==> config.mk <==
export PLATFORM = sky130hd
export DESIGN_NAME = spi_window_bridge
export DESIGN_NICKNAME = d
export VERILOG_FILES = /design/src/rtl/swb_pkg.sv /design/src/rtl/swb_ptr_regs.sv /design/src/rtl/swb_spi_shifter.sv /design/src/rtl/spi_window_bridge.sv
export SDC_FILE = /design/constraint.sdc
export NUM_CORES = 1
export LEC_CHECK = 0
export ABC_AREA = 1
export ABC_CLOCK_PERIOD_IN_PS = 2970
export BUFFER_PORTS_ARGS = -buffer_cell sky130_fd_sc_hd__buf_2
export CAP_MARGIN = 5
export CORE_ASPECT_RATIO = 1.75
export CORE_MARGIN = 2
export CORE_UTILIZATION = 53
export DETAILED_ROUTE_END_ITERATION = 16
export GPL_TIMING_DRIVEN = 0
export MAX_ROUTING_LAYER = met4
export PLACE_DENSITY = 0.77
export SLEW_MARGIN = 15
export SYNTH_ARGS = -nofsm -noshare
export SYNTH_HDL_FRONTEND = slang
export SYNTH_SLANG_ARGS = --single-unit
==> constraint.sdc <==
create_clock -name clk -period 2.97 [get_ports clk]
set_clock_uncertainty 0.1 [all_clocks]
set_input_delay 0.4455 -clock clk [delete_from_list [all_inputs] [get_ports clk]]
set_output_delay 0.4455 -clock clk [all_outputs]
set_load 0.01 [all_outputs]
==> src/rtl/swb_pkg.sv <==
package swb_pkg;

  typedef enum logic [1:0] {
    ST_IDLE = 2'd0,
    ST_XFER = 2'd1,
    ST_DONE = 2'd2
  } swb_state_e;

  typedef enum logic [1:0] {
    PG_RAISE = 2'd0,
    PG_SHIFT = 2'd1,
    PG_OTHER = 2'd2
  } swb_page_e;

  // Offset of a host address inside the window (wraps below the base).
  function automatic logic [15:0] window_offset(input logic [15:0] addr,
                                                input logic [15:0] base);
    return addr - base;
  endfunction

  // Classify the pointer's upper 24 bits into one of the page kinds.
  function automatic swb_page_e page_of(input logic [31:0] ptr,
                                        input logic [23:0] raise_pg,
                                        input logic [23:0] shift_pg);
    if (ptr[31:8] == raise_pg)      return PG_RAISE;
    else if (ptr[31:8] == shift_pg) return PG_SHIFT;
    else                            return PG_OTHER;
  endfunction

endpackage

==> src/rtl/swb_ptr_regs.sv <==
module swb_ptr_regs #(
  parameter int NBYTES = 4
) (
  input  logic                       clk,
  input  logic                       rst_n,
  input  logic                       wr_en,
  input  logic [$clog2(NBYTES)-1:0]  sel,
  input  logic [7:0]                 wdata,
  output logic [8*NBYTES-1:0]        ptr
);
  for (genvar g = 0; g < NBYTES; g++) begin : g_byte
    always_ff @(posedge clk) begin
      if (!rst_n)
        ptr[8*g +: 8] <= 8'h00;
      else if (wr_en && (sel == g[$clog2(NBYTES)-1:0]))
        ptr[8*g +: 8] <= wdata;
    end
  end
endmodule

==> src/rtl/swb_spi_shifter.sv <==
module swb_spi_shifter #(
  parameter int SCK_DIV = 4
) (
  input  logic       clk,
  input  logic       rst_n,
  input  logic       start,
  input  logic [7:0] tx_byte,
  input  logic       miso,
  output logic       sclk,
  output logic       mosi,
  output logic       active,
  output logic       done,
  output logic [7:0] rx_byte
);
  localparam int HALF = SCK_DIV / 2;
  localparam int CW   = $clog2(HALF) + 1;

  logic [CW-1:0] cnt;
  logic [2:0]    nbit;
  logic [7:0]    sreg;

  assign mosi = sreg[7];

  always_ff @(posedge clk) begin
    if (!rst_n) begin
      active  <= 1'b0;
      sclk    <= 1'b0;
      cnt     <= '0;
      nbit    <= '0;
      sreg    <= '0;
      rx_byte <= '0;
      done    <= 1'b0;
    end else begin
      done <= 1'b0;
      if (start) begin
        active <= 1'b1;
        sclk   <= 1'b0;
        cnt    <= '0;
        nbit   <= '0;
        sreg   <= tx_byte;
      end else if (active) begin
        if (cnt == CW'(HALF - 1)) begin
          cnt <= '0;
          if (!sclk) begin
            sclk    <= 1'b1;
            rx_byte <= {rx_byte[6:0], miso};
          end else begin
            sclk <= 1'b0;
            if (nbit == 3'd7) begin
              active <= 1'b0;
              done   <= 1'b1;
            end else begin
              nbit <= nbit + 3'd1;
              sreg <= {sreg[6:0], 1'b0};
            end
          end
        end else begin
          cnt <= cnt + CW'(1);
        end
      end
    end
  end
endmodule

==> src/rtl/spi_window_bridge.sv <==
module spi_window_bridge
  import swb_pkg::*;
#(
  parameter int          SCK_DIV    = 4,
  parameter logic [23:0] RAISE_PAGE = 24'hFFFFFE,
  parameter logic [23:0] SHIFT_PAGE = 24'hFFFFFD
) (
  input  logic        clk,
  input  logic        rst_n,
  input  logic [7:0]  base_hi,
  input  logic [7:0]  base_lo,
  input  logic        req,
  input  logic        wr,
  input  logic [15:0] io_addr,
  input  logic [7:0]  wdata,
  output logic [7:0]  rdata,
  output logic        ack,
  output logic        busy,
  output logic        cs_n,
  output logic        sclk,
  output logic        mosi,
  input  logic        miso
);
  localparam int PTR_BYTES = 4;
  localparam int SPAN      = PTR_BYTES + 1;

  swb_state_e  state;
  logic [15:0] off;
  logic        hit, accept, reg_wr, data_acc;
  logic [31:0] ptr;
  swb_page_e   pg;
  logic        evt_cs_raise, evt_shift_start;
  logic        sh_active, sh_done;
  logic [7:0]  sh_rx;
  logic [7:0]  rdata_q;
  logic        cs_n_q;

  assign off      = window_offset(io_addr, {base_hi, base_lo});
  assign hit      = off < 16'(SPAN);
  assign accept   = req && hit && (state == ST_IDLE);
  assign reg_wr   = accept && wr && (off < 16'(PTR_BYTES));
  assign data_acc = accept && (off == 16'(PTR_BYTES));
  assign pg       = page_of(ptr, RAISE_PAGE, SHIFT_PAGE);

  assign evt_cs_raise    = data_acc && wr && (pg == PG_RAISE);
  assign evt_shift_start = data_acc && (pg == PG_SHIFT);

  swb_ptr_regs #(.NBYTES(PTR_BYTES)) u_ptr (
    .clk   (clk),
    .rst_n (rst_n),
    .wr_en (reg_wr),
    .sel   (off[1:0]),
    .wdata (wdata),
    .ptr   (ptr)
  );

  swb_spi_shifter #(.SCK_DIV(SCK_DIV)) u_shift (
    .clk     (clk),
    .rst_n   (rst_n),
    .start   (evt_shift_start),
    .tx_byte (wr ? wdata : 8'hFF),
    .miso    (miso),
    .sclk    (sclk),
    .mosi    (mosi),
    .active  (sh_active),
    .done    (sh_done),
    .rx_byte (sh_rx)
  );

  always_ff @(posedge clk) begin
    if (!rst_n) begin
      state   <= ST_IDLE;
      rdata_q <= 8'h00;
      cs_n_q  <= 1'b1;
    end else begin
      unique case (state)
        ST_IDLE: if (accept) state <= evt_shift_start ? ST_XFER : ST_DONE;
        ST_XFER: if (sh_done) state <= ST_DONE;
        default: state <= ST_IDLE;
      endcase
      if (accept && !wr && (off < 16'(PTR_BYTES)))
        rdata_q <= ptr[8*off[1:0] +: 8];
      else if (data_acc && !evt_shift_start)
        rdata_q <= 8'hFF;
      else if (sh_done)
        rdata_q <= sh_rx;
      if (evt_cs_raise)
        cs_n_q <= 1'b1;
      else if (evt_shift_start)
        cs_n_q <= 1'b0;
    end
  end

  assign ack   = (state == ST_DONE);
  assign busy  = (state == ST_XFER) || sh_active;
  assign rdata = rdata_q;
  assign cs_n  = cs_n_q;
endmodule

==> results.txt <==
----------------------------------------------------
[Critical path]
  Cell family with most CP delay ... simple AND/OR/NAND/NOR gates
  Buf+Inv Stages, Crit Path ... 4
  Chain of cells forming the critical path ... buf_6, inv_4, ha_4, inv_4, fa_2, nand3_4, nand3_4, nand2_2, nand2_1, nand2_1, nand2_2, nor2_2, nand2_2, nor2_4, nand3_4, buf_6, nor3_4, nand4_1, nand2_1, a21oi_2
  Kind of end point of the critical path ... flop
  Category of the most critical setup path ... primary input to flop
  End of the worst register-to-register path ... rdata[0]
  Reg-to-reg slack, setup ... 0.67 ns
  CP required ... 3.07 ns
  Slowest cell delay on critical path ... 0.38 ns
  Reg2Reg Launch Point ... u_ptr.ptr[12]
  CP max FO ... 7
  Library cell contributing the largest single delay on the critical path ... sky130_fd_sc_hd__fa_2
  Signal arrival time at the worst endpoint ... 2.99 ns
  Worst-case reg-to-reg path depth ... 10
  Crit path launch type ... primary input

[Routing]
  Iteration-0 DRC Markers ... 333
  Drc violations ... 0
  Antenna violation net count after detailed routing ... 0
  Pre-antenna DRT Iters ... 6
  Vias post-DR ... 4,991
  Drt via density ... 5.83
  Final routed wirelength across all metal layers ... 13,200 um
  Post-detailed-route wirelength per cell ... 15.5 um

[Power and ir drop]
  Worst supply voltage drop on vdd ... 0.000550 V
  Cell leakage power ... 0.00251 uW
  Power per Cell Area ... 436 nW/um^2

[Finish]
  Final net count ... 824
  Share of layout cells above drive strength 1 ... 0.222
  Final cell count without fillers ... 856
  Area delta synth->final ... 28.2%
  Fillcell total ... 678
  # diodes ... 0
  Finished Cell Area ... 5480 um^2
  Core occupancy in the finished layout ... 0.698

[Clock tree]
  Worst-case clock buffer depth ... 2
  TritonCTS Buffers ... 9
  CTS sink cnt ... 67
  TritonCTS clock tree ... done
  CTS root buffer ... sky130_fd_sc_hd__clkbuf_16
  Maximum level of the CTS H-tree ... 3
  Latest clock arrival within the worst-skew pair ... 0.34 ns
  CTS clk-pin slew, worst paths ... 0.05 ns

[Placed design]
  Weighted congestion reported at the end of routability-driven placement ... 0.967
  Cell Count Post-Placement ... 819
  Number of port buffers ... 56
  Post-DP HPWL ... 9270 um
  Area after detailed placement ... 4670 um^2

[Synth]
  Synth top cells by count ... sky130_fd_sc_hd__nand2_1, sky130_fd_sc_hd__inv_1, sky130_fd_sc_hd__nor2_1, sky130_fd_sc_hd__nor3_1, sky130_fd_sc_hd__dfxtp_1
  Largest cells by area after synthesis ... sky130_fd_sc_hd__dfxtp_1, sky130_fd_sc_hd__nand2_1, sky130_fd_sc_hd__nor3_1
  Number of synthesized flops with an enable pin ... 0
  Post-synthesis cell type count ... 31
  Most used standard cell by instance count after synthesis ... sky130_fd_sc_hd__nand2_1
  Average cell area after synthesis ... 6.35 um^2
  Share of async-settable or async-resettable flops after synthesis ... 0
  Post-synth net total ... 736
  Biggest area consumer among synthesized cells ... sky130_fd_sc_hd__dfxtp_1
  Combined area of all synthesized cells ... 4280 um^2
  Synth Register Bits ... 67
  Number of instances in the synthesized netlist ... 673
  Area share of the largest cell type after synthesis ... 0.314
  Prevailing post-synth register cell ... sky130_fd_sc_hd__dfxtp_1
  Yosys Warn Count ... 0
  Sequential element share of the synthesized area ... 0.314

[Global route]
  Number of antenna violations at the first check in global routing ... 0
  Global route total overflow ... 0
  All-layer global routing usage ... 0.300
  First-pass GRT wire length ... 19,900 um
  Largest net degree at the start of global routing ... 12
  Number of global-route vias before repair ... 4,488

[Floorplan]
  DIE AREA ... 8830 um^2
  Number of top-level pins ... 58
  Width of the die ... 71.9 um
  Std-Cell Rows ... 43
  Effective utilization at floorplan ... 0.544
  Die span in y ... 123 um
  Core area ... 7860 um^2

[Timing]
  Max-slew violation count ... 0
  Final Hold Vio Count ... 0
  Relative slew slack ... 0.593
  Min cycle time layout ... 2.88 ns
  Setup repair after global routing missed its margin ... true
  Finish-stage setup viols ... 0
  Slew at the pin with the worst max-slew slack ... 0.611 ns
  Total negative slack for setup checks ... 0 ns
  Share of the clock period used by the worst path ... 0.971
  Maximum clock rate ... 347 MHz

[Run]
  Count of maximum capacitance violations ... 0

[Min path]
  Hold Crit Endpoint ... u_shift.rx_byte[0]
  Count of cells along the worst hold path ... 3
  HP Start ... miso
  Class of the tightest hold or removal check ... primary input to flop

[Run status]
  Status ... completed

----------------------------------------------------
-- worst reg2reg max path: cells and delay by family, from the launching register on --
family	cells	cell delay (ns)
AOI/OAI and AO/OA	1	0.13
buffers and inverters	3	0.40
DFF	1	0.36
and+or+nand+nor	6	1.20
-- where the power goes --
part           switching [uW]  total [uW]  leakage, uW  internal [uW]
Sequential            0.00227         899     0.000539            899
Combinational             295         433      0.00182            138
Clock                     390        1060     0.000145            668
-- how the worst max path moves through the flow --
| stage | end | start | slack [ns] | cells after the start |
|---|---|---|---|---|
| floorplan | u_ptr.ptr[10] | io_addr[0] | 0.05 | 19 |
| global placement | rdata[1] | io_addr[0] | -0.68 | 17 |
| detailed placement | rdata[1] | io_addr[0] | -0.74 | 17 |
| CTS | rdata[7] | io_addr[0] | 0.003 | 20 |
| global route | rdata[6] | io_addr[0] | -0.08 | 22 |
| finish | rdata[1] | io_addr[0] | 0.09 | 20 |
-- metal layers --
metal,GRT usage,up-vias,share of wire,routed length (um)
li1,-,2408,-,-
met5,-,-,0,0
met3,0.0558,87,0.059,784
met1,0.266,2271,0.33,4360
met4,0.242,0,0.081,1070
met2,0.541,225,0.53,7040
-- repair_timing --
| action | 4_1_cts | 5_1_grt |
|---|---|---|
| hold buffers | 0 | 0 |
| gates resized for setup | 34 | 63 |
| cloned | 3 | 3 |
| setup endpoints to repair | 67 | 66 |
| pin swaps | 7 | 28 |
| buffers inserted | 7 | 8 |
-- state kept, by name (all words and copies together), names as in the netlist, 2 cells and up --
register / cells
u_shift.rx_byte: 8
u_shift.sreg: 8
u_ptr.ptr: 32
state: 2
u_shift.nbit: 3
rdata: 8
u_shift.cnt: 2
-- cell usage in the layout, fill, tap and decap left out, types with 4 or more instances in the layout --
cell type / synthesis / layout
sky130_fd_sc_hd__nor2_1: 81 / 72
sky130_fd_sc_hd__buf_2: 8 / 56
sky130_fd_sc_hd__nor2_2: 1 / 6
sky130_fd_sc_hd__a22oi_1: 14 / 14
sky130_fd_sc_hd__dfxtp_1: 67 / 67
sky130_fd_sc_hd__clkbuf_1: 9 / 9
sky130_fd_sc_hd__buf_4: 0 / 14
sky130_fd_sc_hd__nand3_4: 1 / 10
sky130_fd_sc_hd__nand3_1: 62 / 50
sky130_fd_sc_hd__a21oi_2: 0 / 4
sky130_fd_sc_hd__buf_6: 0 / 12
sky130_fd_sc_hd__nor3_1: 73 / 70
sky130_fd_sc_hd__clkbuf_16: 0 / 9
sky130_fd_sc_hd__nor2_4: 6 / 10
sky130_fd_sc_hd__nand2_1: 146 / 129
sky130_fd_sc_hd__inv_1: 91 / 88
sky130_fd_sc_hd__nand3_2: 3 / 9
sky130_fd_sc_hd__nand2_2: 0 / 16
sky130_fd_sc_hd__ha_1: 17 / 14
sky130_fd_sc_hd__clkinv_1: 7 / 7
sky130_fd_sc_hd__nand4_1: 27 / 27
sky130_fd_sc_hd__inv_2: 5 / 6
sky130_fd_sc_hd__o21ai_0: 15 / 14
sky130_fd_sc_hd__a21oi_1: 22 / 18
-- metrics by stage --
| stage | hold slack (ns) | setup slack, ns | total power [uW] |
|---|---|---|---|
| 2_1_floorplan | 0.337 | 0.0514 | 1170 |
| 3_3_place_gp | 0.353 | -0.680 | 1270 |
| 3_5_place_dp | 0.360 | -0.741 | 1280 |
| 4_1_cts | 0.295 | 0.00305 | 2340 |
| 5_1_grt | 0.310 | -0.0802 | 2480 |
| 6_report | 0.307 | 0.0856 | 2390 |
-- cell type report --
type	instances	area (um^2)	area share
Multi-Input combinational cell	489	2790	0.508
Sequential cell	67	1340	0.245
Timing Repair Buffer	74	434	0.0792
Inverter	103	392	0.0714
Clock buffer	11	243	0.0443
Buffer	17	121	0.0221
Tap cell	90	113	0.0205
Clock inverter	5	52.6	0.00959
-- cells by family after synthesis --
group	synth area share
compound gates	0.0796
simple gates	0.439
xor+xnor	0.00615
buf+inv	0.108
flops	0.314
fa+ha+maj	0.0544
Note: power is estimated with default switching activity, not from simulation.
